**src/rtl/irq_prio_pkg.sv**
```systemverilog
package irq_prio_pkg;
  localparam int NBITS    = 16;
  localparam int IDX_W    = 4;
  localparam int LVL_W    = 4;
  localparam int CORE_N   = 4;
  localparam int LVL_FOLD = 11;
  localparam int BIT_RST  = 0;
  localparam int BIT_EMU  = 1;
  localparam int BIT_PWR  = 2;
  localparam int CTRL_NEST = 4;
  localparam int CTRL_GEN  = 5;

  typedef enum logic [2:0] {
    OP_MASK = 3'd0, OP_SET = 3'd1, OP_CLR = 3'd2, OP_CTRL = 3'd3, OP_PRIO = 3'd4
  } wr_op_e;

  typedef enum logic [2:0] {
    RD_MASK = 3'd0, RD_LATCH = 3'd1, RD_CTRL = 3'd2, RD_PRIO = 3'd3, RD_ACTIVE = 3'd4
  } rd_sel_e;

  // level -> pending position; high levels fold onto the last position
  function automatic logic [IDX_W-1:0] level_to_bit(input logic [LVL_W-1:0] lvl);
    if (int'(lvl) >= LVL_FOLD) return IDX_W'(NBITS - 1);
    return IDX_W'(CORE_N) + IDX_W'(lvl);
  endfunction

  function automatic logic [IDX_W-1:0] lowest_set(input logic [NBITS-1:0] v);
    logic [IDX_W-1:0] r;
    r = '0;
    for (int i = NBITS - 1; i >= 0; i--) begin
      if (v[i]) r = IDX_W'(i);
    end
    return r;
  endfunction

  function automatic logic [NBITS-1:0] onehot(input logic [IDX_W-1:0] i);
    return NBITS'(1) << i;
  endfunction

  function automatic logic [31:0] vec_offset(input logic [IDX_W-1:0] i, input int shift);
    return 32'(i) << shift;
  endfunction
endpackage

```
**src/rtl/irq_prio_map.sv**
```systemverilog
module irq_prio_map
  import irq_prio_pkg::*;
#(
  parameter int NPERIPH = 15
) (
  input  logic               clk,
  input  logic               rst_n,
  input  logic               wr_en,
  input  logic [IDX_W-1:0]   wr_idx,
  input  logic [LVL_W-1:0]   wr_lvl,
  input  logic [NPERIPH-1:0] periph_req,
  input  logic [IDX_W-1:0]   rd_idx,
  output logic [NBITS-1:0]   hit_bits,
  output logic [LVL_W-1:0]   rd_lvl
);
  logic [LVL_W-1:0] lvl_arr [NPERIPH];

  for (genvar p = 0; p < NPERIPH; p++) begin : g_per
    localparam logic [LVL_W-1:0] RST_LVL = (p >= LVL_FOLD) ? LVL_W'(LVL_FOLD) : LVL_W'(p);
    logic [LVL_W-1:0] lvl_q;

    always_ff @(posedge clk) begin
      if (!rst_n) lvl_q <= RST_LVL;
      else if (wr_en && wr_idx == IDX_W'(p)) lvl_q <= wr_lvl;
    end
    assign lvl_arr[p] = lvl_q;

    // folded levels always reach the shared last position
    p_fold_r2: assert property (@(posedge clk) disable iff (!rst_n)
      (periph_req[p] && int'(lvl_q) >= LVL_FOLD) |-> hit_bits[NBITS-1]);
  end

  always_comb begin
    hit_bits = '0;
    for (int p = 0; p < NPERIPH; p++) begin
      if (periph_req[p]) hit_bits[level_to_bit(lvl_arr[p])] = 1'b1;
    end
  end

  always_comb begin
    rd_lvl = '0;
    for (int p = 0; p < NPERIPH; p++) begin
      if (rd_idx == IDX_W'(p)) rd_lvl = lvl_arr[p];
    end
  end
endmodule

```
**src/rtl/irq_latch.sv**
```systemverilog
module irq_latch
  import irq_prio_pkg::*;
(
  input  logic             clk,
  input  logic             rst_n,
  input  logic [NBITS-1:0] hw_set,
  input  logic             sw_set_en,
  input  logic             sw_clr_en,
  input  logic [NBITS-1:0] sw_data,
  input  logic             ack_en,
  input  logic [IDX_W-1:0] ack_idx,
  output logic [NBITS-1:0] latch_q
);
  logic [NBITS-1:0] set_vec, clr_vec;

  assign set_vec = hw_set | (sw_set_en ? sw_data : '0);
  assign clr_vec = (sw_clr_en ? sw_data : '0) | (ack_en ? onehot(ack_idx) : '0);

  always_ff @(posedge clk) begin
    if (!rst_n) latch_q <= '0;
    else        latch_q <= (latch_q & ~clr_vec) | set_vec;
  end

  p_ack_clear_r6: assert property (@(posedge clk) disable iff (!rst_n)
    (ack_en && !set_vec[ack_idx]) |=> !latch_q[$past(ack_idx)]);

  p_sw_set_r10: assert property (@(posedge clk) disable iff (!rst_n)
    sw_set_en |=> ((latch_q & $past(sw_data)) == $past(sw_data)));

  p_hw_wins_r10: assert property (@(posedge clk) disable iff (!rst_n)
    (hw_set != '0) |=> ((latch_q & $past(hw_set)) == $past(hw_set)));
endmodule

```
**src/rtl/irq_active.sv**
```systemverilog
module irq_active
  import irq_prio_pkg::*;
(
  input  logic             clk,
  input  logic             rst_n,
  input  logic             push_en,
  input  logic [IDX_W-1:0] push_idx,
  input  logic             pop_en,
  output logic [NBITS-1:0] act_q
);
  logic [IDX_W-1:0] pop_idx;
  logic [NBITS-1:0] pop_vec, push_vec;

  assign pop_idx  = lowest_set(act_q);
  assign pop_vec  = (pop_en && act_q != '0) ? onehot(pop_idx) : '0;
  assign push_vec = push_en ? onehot(push_idx) : '0;

  always_ff @(posedge clk) begin
    if (!rst_n) act_q <= '0;
    else        act_q <= (act_q & ~pop_vec) | push_vec;
  end

  p_push_r6: assert property (@(posedge clk) disable iff (!rst_n)
    push_en |=> act_q[$past(push_idx)]);

  p_pop_r9: assert property (@(posedge clk) disable iff (!rst_n)
    (pop_en && !push_en && act_q != '0) |=> !act_q[$past(pop_idx)]);
endmodule

```
**src/rtl/irq_arbiter.sv**
```systemverilog
module irq_arbiter
  import irq_prio_pkg::*;
(
  input  logic             clk,
  input  logic             rst_n,
  input  logic [NBITS-1:0] latch,
  input  logic [NBITS-1:0] mask,
  input  logic             glob_en,
  input  logic             nest_en,
  input  logic [NBITS-1:0] act,
  output logic             irq,
  output logic [IDX_W-1:0] irq_idx
);
  localparam logic [NBITS-1:0] NOMASK = NBITS'((1 << BIT_RST) | (1 << BIT_EMU) | (1 << BIT_PWR));
  localparam logic [NBITS-1:0] NOGATE = NBITS'((1 << BIT_RST) | (1 << BIT_EMU));

  logic [NBITS-1:0] qual, gate;
  logic [IDX_W-1:0] cand, ceil_idx;
  logic             cand_v, act_any, allowed;

  assign gate     = glob_en ? {NBITS{1'b1}} : NOGATE;
  assign qual     = latch & (mask | NOMASK) & gate;
  assign cand     = lowest_set(qual);
  assign cand_v   = |qual;
  assign ceil_idx = lowest_set(act);
  assign act_any  = |act;
  assign allowed  = !act_any || (cand == IDX_W'(BIT_RST)) || (nest_en && cand < ceil_idx);
  assign irq      = cand_v && allowed;
  assign irq_idx  = irq ? cand : '0;

  p_pending_r5: assert property (@(posedge clk) disable iff (!rst_n)
    irq |-> latch[irq_idx]);

  p_mask_r3: assert property (@(posedge clk) disable iff (!rst_n)
    (irq && int'(irq_idx) > BIT_PWR) |-> (mask[irq_idx] && glob_en));

  p_pwr_gate_r4: assert property (@(posedge clk) disable iff (!rst_n)
    (irq && irq_idx == IDX_W'(BIT_PWR)) |-> glob_en);

  p_seq_r7: assert property (@(posedge clk) disable iff (!rst_n)
    (irq && !nest_en && irq_idx != IDX_W'(BIT_RST)) |-> (act == '0));

  p_nest_r8: assert property (@(posedge clk) disable iff (!rst_n)
    (irq && nest_en && act != '0 && irq_idx != IDX_W'(BIT_RST)) |-> (irq_idx < lowest_set(act)));
endmodule

```
**src/rtl/irq_prio_ctrl.sv**
```systemverilog
module irq_prio_ctrl
  import irq_prio_pkg::*;
#(
  parameter int NPERIPH   = 15,
  parameter int VEC_W     = 16,
  parameter int VEC_SHIFT = 5,
  parameter logic [VEC_W-1:0] VEC_BASE = '0
) (
  input  logic               clk,
  input  logic               rst_n,
  input  logic [NPERIPH-1:0] periph_req_i,
  input  logic [CORE_N-1:0]  core_req_i,
  input  logic               wr_en_i,
  input  logic [2:0]         wr_op_i,
  input  logic [IDX_W-1:0]   wr_idx_i,
  input  logic [NBITS-1:0]   wr_data_i,
  input  logic [2:0]         rd_sel_i,
  input  logic [IDX_W-1:0]   rd_idx_i,
  output logic [NBITS-1:0]   rd_data_o,
  input  logic               ena_int_i,
  input  logic               dis_int_i,
  input  logic               ack_i,
  input  logic               rti_i,
  output logic               irq_o,
  output logic [IDX_W-1:0]   irq_id_o,
  output logic [VEC_W-1:0]   vec_o
);
  wr_op_e  op;
  rd_sel_e rsel;
  assign op   = wr_op_e'(wr_op_i);
  assign rsel = rd_sel_e'(rd_sel_i);

  logic [NBITS-1:0] mask_q, latch_q, act_q, hit_bits, hw_set;
  logic             gen_q, nest_q;
  logic [LVL_W-1:0] rd_lvl;
  logic             irq, ack_fire;
  logic [IDX_W-1:0] irq_idx;

  // mask and control registers
  always_ff @(posedge clk) begin
    if (!rst_n) begin
      mask_q <= '0;
      gen_q  <= 1'b0;
      nest_q <= 1'b0;
    end else begin
      if (wr_en_i && op == OP_MASK) mask_q <= wr_data_i;
      if (wr_en_i && op == OP_CTRL) nest_q <= wr_data_i[CTRL_NEST];
      if (dis_int_i)                gen_q  <= 1'b0;
      else if (ena_int_i)           gen_q  <= 1'b1;
      else if (wr_en_i && op == OP_CTRL) gen_q <= wr_data_i[CTRL_GEN];
    end
  end

  p_dis_r11: assert property (@(posedge clk) disable iff (!rst_n)
    dis_int_i |=> !gen_q);
  p_ena_r11: assert property (@(posedge clk) disable iff (!rst_n)
    (ena_int_i && !dis_int_i) |=> gen_q);

  irq_prio_map #(.NPERIPH(NPERIPH)) u_map (
    .clk        (clk),
    .rst_n      (rst_n),
    .wr_en      (wr_en_i && op == OP_PRIO),
    .wr_idx     (wr_idx_i),
    .wr_lvl     (wr_data_i[LVL_W-1:0]),
    .periph_req (periph_req_i),
    .rd_idx     (rd_idx_i),
    .hit_bits   (hit_bits),
    .rd_lvl     (rd_lvl)
  );

  assign hw_set   = hit_bits | NBITS'(core_req_i);
  assign ack_fire = ack_i && irq;

  irq_latch u_latch (
    .clk       (clk),
    .rst_n     (rst_n),
    .hw_set    (hw_set),
    .sw_set_en (wr_en_i && op == OP_SET),
    .sw_clr_en (wr_en_i && op == OP_CLR),
    .sw_data   (wr_data_i),
    .ack_en    (ack_fire),
    .ack_idx   (irq_idx),
    .latch_q   (latch_q)
  );

  irq_active u_act (
    .clk      (clk),
    .rst_n    (rst_n),
    .push_en  (ack_fire),
    .push_idx (irq_idx),
    .pop_en   (rti_i),
    .act_q    (act_q)
  );

  irq_arbiter u_arb (
    .clk     (clk),
    .rst_n   (rst_n),
    .latch   (latch_q),
    .mask    (mask_q),
    .glob_en (gen_q),
    .nest_en (nest_q),
    .act     (act_q),
    .irq     (irq),
    .irq_idx (irq_idx)
  );

  p_ack_idle_r6: assert property (@(posedge clk) disable iff (!rst_n)
    (ack_i && !irq && !rti_i) |=> $stable(act_q));

  assign irq_o    = irq;
  assign irq_id_o = irq_idx;
  assign vec_o    = irq ? VEC_W'(32'(VEC_BASE) + vec_offset(irq_idx, VEC_SHIFT)) : '0;

  always_comb begin
    unique case (rsel)
      RD_MASK:   rd_data_o = mask_q;
      RD_LATCH:  rd_data_o = latch_q;
      RD_CTRL:   rd_data_o = (NBITS'(nest_q) << CTRL_NEST) | (NBITS'(gen_q) << CTRL_GEN);
      RD_PRIO:   rd_data_o = NBITS'(rd_lvl);
      RD_ACTIVE: rd_data_o = act_q;
      default:   rd_data_o = '0;
    endcase
  end
endmodule

```
**config.mk**
```make
export PLATFORM = sky130hd
export DESIGN_NAME = irq_prio_ctrl
export DESIGN_NICKNAME = d
export VERILOG_FILES = /design/src/rtl/irq_prio_pkg.sv /design/src/rtl/irq_prio_map.sv /design/src/rtl/irq_latch.sv /design/src/rtl/irq_active.sv /design/src/rtl/irq_arbiter.sv /design/src/rtl/irq_prio_ctrl.sv
export SDC_FILE = /design/constraint.sdc
export NUM_CORES = 1
export LEC_CHECK = 0
export CELL_PAD_IN_SITES_DETAIL_PLACEMENT = 0
export CELL_PAD_IN_SITES_GLOBAL_PLACEMENT = 1
export CORE_MARGIN = 2
export CORE_UTILIZATION = 42
export CTS_CLUSTER_SIZE = 28
export DETAILED_ROUTE_END_ITERATION = 7
export PLACE_DENSITY_LB_ADDON = 0.1
export SLEW_MARGIN = 10
export SYNTH_ARGS = -nofsm -noshare
export SYNTH_HDL_FRONTEND = slang
export SYNTH_SLANG_ARGS = --single-unit
```
**constraint.sdc**
```tcl
create_clock -name clk -period 5.7 [get_ports clk]
set_input_delay 1.71 -clock clk [delete_from_list [all_inputs] [get_ports clk]]
set_output_delay 1.71 -clock clk [all_outputs]
set_load 0.005 [all_outputs]
```
==> results of run 1 <==
metal layers:
| metal | global-route usage | part of all wire |
|---|---|---|
| met5 | 0 | 0 |
| met4 | 0.0944 | 0.025 |
| met3 | 0.0923 | 0.11 |
| met2 | 0.488 | 0.40 |
| met1 | 0.538 | 0.46 |
worst min-delay path, cell delays in order, from the launching register on:
cell and delay (ns):
dfxtp_1 0.32, nand2_1 0.05, a21oi_1 0.05
flip-flops by register name, summed over array words and instances (netlist names):
signal,count
u_map.g_per.lvl_q,60
mask_q,16
u_act.act_q,16
u_latch.latch_q,16
gen_q,1
nest_q,1
kinds of logic after synthesis:
| kind of cell | after synthesis | synth area share |
|---|---|---|
| AND/OR/NAND/NOR | 538 | 0.329 |
| adder cells (fa/ha/maj) | 3 | 0.00458 |
| buffers and inverters | 123 | 0.0641 |
| multiplexers | 57 | 0.0745 |
| AO/OA/AOI/OAI | 312 | 0.258 |
| other | 1 | 0.000458 |
| flip-flops | 110 | 0.269 |
synthesized netlist by cell type, types with 9 or more instances:
library cell  instances
mux2i_1              52
o21ai_0              23
a211oi_1              9
a31oi_1              11
or2_2                10
inv_1                19
nand3b_1             23
nor3_1               51
o32ai_1              10
a22oi_1              14
buf_4                17
nand3_1              65
nor3b_1              13
nand2_1             166
dfxtp_1             110
nor2b_1              17
nor4_1               18
o22ai_1              48
a21oi_1              99
clkbuf_1             77
nand2b_1             36
nor2_1               96
nand4_1               9
timing repair:
item | in CTS | in global routing
hold buffers | 0 | 0
setup buffers | 0 | 1
endpoints found under the setup margin | 3 | 8
pin swaps | 0 | 3
hold endpoints to repair | 0 | 0
resized for setup | 1 | 19
per-stage QoR:
| step | util | instance area (sq um) | TNS [ns] | hold WS (ns) |
|---|---|---|---|---|
| floorplan | - | 8240 | 0 | 0.436 |
| global placement | 0.483 | 9300 | -0.0726 | 0.451 |
| detailed placement | 0.483 | 9300 | -0.162 | 0.457 |
| CTS | 0.499 | 9610 | 0 | 0.468 |
| global route | 0.503 | 9690 | 0 | 0.502 |
| finish | 0.503 | 9690 | 0 | 0.468 |
power groups by stage:
stage / Sequential [W] / Clock [W] / Combinational, W
2_1_floorplan: 0.000813 / 0 / 0.000166
3_3_place_gp: 0.000822 / 0 / 0.000299
3_5_place_dp: 0.000822 / 0 / 0.000300
4_1_cts: 0.000804 / 0.000685 / 0.000301
5_1_grt: 0.000809 / 0.000708 / 0.000332
6_report: 0.000807 / 0.000677 / 0.000310
worst max path at each step:
stage	from	to	depth (start not counted)
2_1_floorplan	rd_idx_i[1]	rd_data_o[0]	8
3_5_place_dp	rd_idx_i[2]	rd_data_o[1]	7
6_report	rd_idx_i[0]	rd_data_o[1]	9
5_1_grt	rd_idx_i[0]	rd_data_o[1]	9
4_1_cts	rd_idx_i[1]	rd_data_o[1]	9
3_3_place_gp	rd_idx_i[2]	rd_data_o[1]	7
area by class of cell:
type / count / area (sq um) / share of cell area
multi-input combinational: 922 / 5590 / 0.576
sequential: 110 / 2210 / 0.228
timing repair buffer: 127 / 1180 / 0.122
tap: 265 / 332 / 0.0342
clock buffer: 10 / 229 / 0.0236
clock inverter: 6 / 80.1 / 0.00826
inverter: 21 / 78.8 / 0.00813
==> flow_summary.ini, run 1 <==
[final_layout]
diodes = 0
final_common_cell = nand2_1
drive_gt1_frac = 0.0987
nFillCells = 2031
mostFrequentLayoutCells = nand2_1 (166), dfxtp_1 (107), a21oi_1 (97), nor2_1 (96), clkdlybuf4s50_1 (77)
areaGrowthSynthToFinish_pct = 18.3
fin_nets = 1250
layout.cells.non_filler = 1461

[cts]
numClockSinks = 110
cts.root.buffer_cell = clkbuf_16
clkTransAtPathRegs_ns = 0.08
cts_max_level = 3
cts_tree = built
cts_made_buffers = 9
cts_buffer_depth = 2
insertion_delay_ns = 0.36

[critical_path]
rr_worst_depth = 11
timing.rr.start = u_latch.latch_q[13]
setup.worst_path.class = in -> out
worstSetupStartpointType = input port
crit_path_max_incr_delay_ns = 0.50
cp.required_ns = 3.99
crit_family = buffers and inverters
critPathMaxFanout = 15
reg2reg_to = u_latch.latch_q[3]
cp.buffers_inverters = 3
slowest_stage = clkdlybuf4s50_1
crit_path_cell_trace = clkdlybuf4s50_1 > buf_12 > nand2b_1 > o22ai_1 > a221o_1 > a221o_1 > a21oi_2 > o22ai_1 > clkdlybuf4s50_1
rrSetupSlack_ns = 2.04
end_kind = primary output
cp.arrival_ns = 3.91

[grt]
grtUsageTotal = 0.354
grt_pass1_vias = 8528
grt_max_degree = 55
antenna_found_initial = 0
grt.overflow.total = 0
grt_pass1_wl_um = 54400

[synth]
synth_seq_cells = 110
synth_area_leaders = dfxtp_1 (27%), nand2_1 (7.6%), mux2i_1 (6.4%)
synth_top_area_cell = dfxtp_1
synth_cells = 1144
async_flop_share = 0
ys_warn_count = 0
postSynthAreaPerCell_sq_um = 7.16
synth_edf_count = 0
synth_flop_cell = dfxtp_1
synth_cell_types = 78
netlist_area_sq_mm = 0.00819
ys_seq_area_frac = 0.269
yosysTopAreaCellShare = 0.269

[power]
switching_share = 0.295
p_seq_frac = 0.450
p_int_w = 0.00126
clkPwrFrac = 0.378
powerDensity_mw_per_mm2 = 185
power_w = 0.00179
combPwrFrac = 0.173
p_switching_w = 0.000530
p_leak_nw = 3.46
vdd_drop_max_v = 0.000143

[sta]
max_freq_ghz = 0.178
finalMaxSlewViolations = 0
rsz0062_at_grt = false
hold_viol = 0
post-route-period-util = 0.986
worstMarginPinSlew_ns = 1.20
relSlewSlack = 0.198
fin_worst_skew_ns = 0.0114
final-setup-viol-count = 0
fin_ws_ns = 0.0823
period_minus_slack_ns = 5.62

[route]
dr.pass1.iters = 6
post-route-drc-count = 0
drtAntennaViolNets = 0
avgViaCountPerCell = 6.43
drt-initial-drc-count = 1131
drt-total-wl_um = 36700
wl_per_cell_um = 25.1
vias = 9392

[flow_run]
cap_violations = 0

[hold_path]
worstHoldEndpoint = mask_q[1]
min_path_cells = 2
worstHoldStart = mask_q[1]
hold_class = reg -> reg

[floorplan]
start_util = 0.425
die-area_sq_mm = 0.0206
num_io_pins = 93
fp-row-count = 51
die_y_um = 144
chipWidth_um = 144
fp.coreArea_sq_mm = 0.0193

[placement]
io_buffers = 80
place_inst = 1444
dpl_worst_slack_ns = -0.0813
place.gp.congestion = 1.09
place_hpwl_um = 28300

[status]
status = complete, no violations
No activity file was read; power rests on OpenSTA's default activity.
==> run 2: changes to the inputs <==
- RECOVER_POWER: default -> 25
==> flow_summary.ini, run 2 (same netlist as run 1, synthesis figures left out) <==
[status]
status = finished, violations left
violations = capacitance limit, slew limit

[placement]
io_buffers = 80
place_area_sq_mm = 0.00930
place.gp.congestion = 1.09
dpl_worst_slack_ns = -0.0813
place_hpwl_um = 28300
place_inst = 1444

[route]
drt-initial-drc-count = 1103
drtAntennaViolNets = 0
top_layer = met4
wl_per_cell_um = 25.1
met1_length_um = 16800
avgViaCountPerCell = 6.44
dr_wl_met2_um = 14800
post-route-drc-count = 0
dr.pass1.iters = 5
drt-total-wl_um = 36700
wl_met3_um = 4240
vias = 9406

[floorplan]
die_y_um = 144
fp-row-count = 51
chipWidth_um = 144
start_util = 0.425
fp.coreArea_sq_mm = 0.0193
die-area_sq_mm = 0.0206
num_io_pins = 93

[critical_path]
crit_path_cell_trace = clkdlybuf4s50_1 > buf_12 > nand2b_1 > o22ai_1 > a221o_1 > a221o_1 > a21oi_2 > o22ai_1 > clkdlybuf4s50_1
setup.worst_path.class = in -> out
slowest_stage = clkdlybuf4s50_1
worstSetupStartpointType = input port
crit_path_max_incr_delay_ns = 0.50
rr_worst_depth = 11
critPathMaxFanout = 15
reg2reg_to = u_act.act_q[10]
cp.arrival_ns = 3.91
cp.required_ns = 3.99
rrSetupSlack_ns = 1.63
timing.rr.start = u_latch.latch_q[13]
end_kind = primary output

[final_layout]
regArea_sq_mm = 0.00221
layout.cells.non_filler = 1461
mostFrequentLayoutCells = nand2_1 (166), dfxtp_1 (107), a21oi_1 (97), nor2_1 (96), clkdlybuf4s50_1 (75)
diodes = 0
fin_nets = 1250
areaGrowthSynthToFinish_pct = 18.0
top_register = u_map.g_per.lvl_q
fin_area_sq_mm = 0.00967
final_common_cell = nand2_1
drive_gt1_frac = 0.0953
largest_register_ff_count = 60
multi_input_area_sq_mm = 0.00557
nFillCells = 2035

[grt]
grt.overflow.total = 0
grt_max_degree = 55
grt_pass1_wl_um = 54400
grtUsageTotal = 0.354
antenna_found_initial = 0
grt_pass1_vias = 8528

[power]
p_leak_nw = 3.45
powerDensity_mw_per_mm2 = 185
vdd_drop_max_v = 0.000144
power_w = 0.00179

[cts]
cts_made_buffers = 9
cts_buffer_depth = 2
insertion_delay_ns = 0.37
clkTransAtPathRegs_ns = 0.08
cts_tree = built
numClockSinks = 110
cts.root.buffer_cell = clkbuf_16
cts_max_level = 3

[sta]
fin_ws_ns = 0.0844
finalMaxSlewViolations = 9
relSlewSlack = -0.147
setup_tns_ns = 0
hold_viol = 0
fin_worst_skew_ns = 0.0112
max_freq_ghz = 0.178
final-setup-viol-count = 0
post-route-period-util = 0.985
period_minus_slack_ns = 5.62
worstMarginPinSlew_ns = 1.70
rsz0062_at_grt = false

[hold_path]
worstHoldEndpoint = mask_q[0]
min_path_cells = 2
worstHoldStart = mask_q[0]
hold_class = reg -> reg

[flow_run]
cap_violations = 1
==> run 2: cell types whose count changed in the layout (fill, tap and decap cells not counted) <==
cell,change
dlygate4sd3_1,+2
clkdlybuf4s50_1,-2
and4bb_2,-1
and4bb_1,+1
buf_4,-2
nor4_1,+1
nor4_4,-1
clkbuf_1,+2
==> run 2: routing by layer <==
| metal | global-route usage | up-vias |
|---|---|---|
| met5 | 0 | - |
| met4 | 0.0944 | 0 |
| met3 | 0.0923 | 62 |
| met2 | 0.488 | 578 |
| met1 | 0.538 | 4462 |
| li1 | - | 4304 |
==> run 2: timing repair <==
action,4_1_cts,5_1_grt
resized for setup,1,19
hold buffers,0,0
setup buffers,0,1
pin swaps,0,3
endpoints found under the setup margin,3,8
==> run 2: worst max path at each step <==
stage / from / end / slack (ns)
after floorplan: rd_idx_i[1] / rd_data_o[0] / 0.83
after global placement: rd_idx_i[2] / rd_data_o[1] / -0.05
after detailed placement: rd_idx_i[2] / rd_data_o[1] / -0.08
after CTS: rd_idx_i[1] / rd_data_o[1] / 0.02
after global routing: rd_idx_i[0] / rd_data_o[1] / 0.006
final: rd_idx_i[0] / rd_data_o[1] / 0.08
==> run 2: final cells by class <==
type                    instances  area share
flip-flops and latches        110       0.228
well taps                     265      0.0343
clock inverters                 6     0.00828
multi-input cells             922       0.576
inverters                      21     0.00815
repair buffers                127       0.121
clock buffers                  10      0.0237
==> run 2: per-stage QoR <==
| stage | util | hold slack (ns) |
|---|---|---|
| final | 0.502 | 0.469 |
| after CTS | 0.499 | 0.468 |
| after global placement | 0.483 | 0.451 |
| after detailed placement | 0.483 | 0.457 |
| after global routing | 0.502 | 0.502 |
| after floorplan | - | 0.436 |
==> run 2: power by group <==
part / switching [W] / internal (W)
logic: 0.000179 / 0.000130
registers: 0.0000235 / 0.000783
clock network: 0.000326 / 0.000351
total: 0.000528 / 0.00126
==> run 2: worst max-delay path: cells and delay by family <==
family	cells	cell delay (ns)
AND/OR/NAND/NOR	1	0.13
AO/OA/AOI/OAI	5	0.95
buffers and inverters	3	1.11
==> run 3: changes to the inputs <==
- REMOVE_ABC_BUFFERS: default -> 1
==> flow_summary.ini, run 3 (same netlist as run 1, synthesis figures left out) <==
[critical_path]
crit_family = compound AO/OA/AOI/OAI gates
worstSetupStartpointType = input port
end_kind = primary output
critPathMaxFanout = 11
crit_path_cell_trace = clkdlybuf4s50_1 > buf_6 > mux2_2 > a221o_1 > a221o_1 > a21oi_2 > o22ai_1 > dlygate4sd2_1
cp.required_ns = 3.99
setup.worst_path.class = in -> out
cp.buffers_inverters = 3
rrSetupSlack_ns = 1.76
slowest_stage = clkdlybuf4s50_1
crit_path_frequent_cell = a221o_1
cp.arrival_ns = 3.86
crit_path_max_incr_delay_ns = 0.47

[final_layout]
mostFrequentLayoutCells = nand2_1 (166), dfxtp_1 (109), nor2_1 (96), a21oi_1 (96), clkdlybuf4s50_1 (71)
drive_gt1_frac = 0.0937
top_register = u_map.g_per.lvl_q
fin_nets = 1249
diodes = 0
multi_input_area_sq_mm = 0.00559
final_common_cell = nand2_1
nFillCells = 2026
final_util = 0.502
regArea_sq_mm = 0.00220
areaGrowthSynthToFinish_pct = 18.1
largest_register_ff_count = 60

[sta]
period_minus_slack_ns = 5.57
hold_viol = 0
worstMarginPinSlew_ns = 1.10
post-route-period-util = 0.977
finalMaxSlewViolations = 0
setup_tns_ns = 0
rsz0062_at_grt = true
relSlewSlack = 0.262
final-setup-viol-count = 0
fin_worst_skew_ns = 0.00956
fin_hold_ws_ns = 0.460
max_freq_ghz = 0.180

[grt]
grt.overflow.total = 0
antenna_found_initial = 0
grt_pass1_wl_um = 54300
grt_pass1_vias = 8617
grtUsageTotal = 0.356
grt_max_degree = 51

[placement]
place.gp.congestion = 1.10
place_hpwl_um = 28400
io_buffers = 80

[route]
wl_per_cell_um = 25.3
post-route-drc-count = 0
avgViaCountPerCell = 6.43
vias = 9382
drt-initial-drc-count = 830
drt-total-wl_um = 37000
drtAntennaViolNets = 0
dr.pass1.iters = 5

[floorplan]
num_io_pins = 93
die-area_sq_mm = 0.0206
die_y_um = 144
start_util = 0.425
fp-row-count = 51
fp.coreArea_sq_mm = 0.0193
chipWidth_um = 144

[cts]
cts_max_level = 3
insertion_delay_ns = 0.37
cts_buffer_depth = 2
cts.root.buffer_cell = clkbuf_16
cts_made_buffers = 9
holdBufCountCts = 0
clkTransAtPathRegs_ns = 0.08
numClockSinks = 110
cts_tree = built

[power]
p_leak_nw = 3.53
vdd_drop_max_v = 0.000147
powerDensity_mw_per_mm2 = 187

[hold_path]
hold_class = reg -> reg

[flow_run]
cap_violations = 0

[status]
status = complete, no violations
[run 3: cell types whose count changed in the layout (fill, tap and decap cells not counted), moves of 2 or more]
cell             change
a22oi_1              +3
a22oi_2              -3
clkdlybuf4s50_1      -4
dfxtp_1              +2
dfxtp_2              -2
dlymetal6s2s_1       +4
nor2b_1              -2
nor2b_2              +2
[run 3: what timing repair did]
item	4_1_cts	5_1_grt
endpoints found under the setup margin	3	7
gates resized for setup	5	15
cloned	0	0
buffers inserted	0	1
[run 3: worst register-to-register path, cell delays in order (launching register included)]
cell	delay, ns
dfxtp_1	0.40
a22oi_1	0.16
a41o_1	0.32
or3_1	0.38
inv_1	0.08
ha_1	0.23
a211oi_1	0.25
nand2_1	0.18
o211a_1	0.31
a211oi_1	0.87
nand2_1	0.34
a41o_1	0.31
[run 3: layer usage]
layer,up-vias,GRT usage,share of wire
li1,4301,-,-
met1,4458,0.445,0.41
met2,496,0.595,0.46
met3,127,0.0487,0.067
met4,0,0.188,0.058
met5,-,0,0
[run 3: layout make-up]
class | instances | share of cell area
tap | 265 | 0.0343
clock inverter | 6 | 0.00802
timing repair buffer | 126 | 0.120
sequential | 110 | 0.228
inverter | 21 | 0.00815
multi-input combinational | 922 | 0.577
clock buffer | 10 | 0.0247
[run 3: power by group]
group | internal [W] | leakage (nW) | total, W | switching (W)
registers | 0.000783 | 0.894 | 0.000806 | 0.0000234
logic | 0.000129 | 2.48 | 0.000309 | 0.000180
clock network | 0.000362 | 0.153 | 0.000693 | 0.000330
[run 3: metrics by stage]
stage	instance area, sq um	total power (W)	cells	setup slack [ns]
floorplan	7790	0.000946	1053	1.12
global placement	9290	0.00112	1443	-0.0956
detailed placement	9290	0.00112	1443	-0.0958
CTS	9620	0.00181	1459	0.0253
global route	9680	0.00187	1460	-0.0178
finish	9680	0.00181	1460	0.130
[run 3: path summary, 6_finish.rpt]
kind	cells after the start	startpoint	endpoint
max	8	rd_idx_i[2]	rd_data_o[1]
max reg2reg	11	u_latch.latch_q[9]	u_latch.latch_q[9]
min reg2reg	2	mask_q[0]	mask_q[0]
min	2	mask_q[0]	mask_q[0]
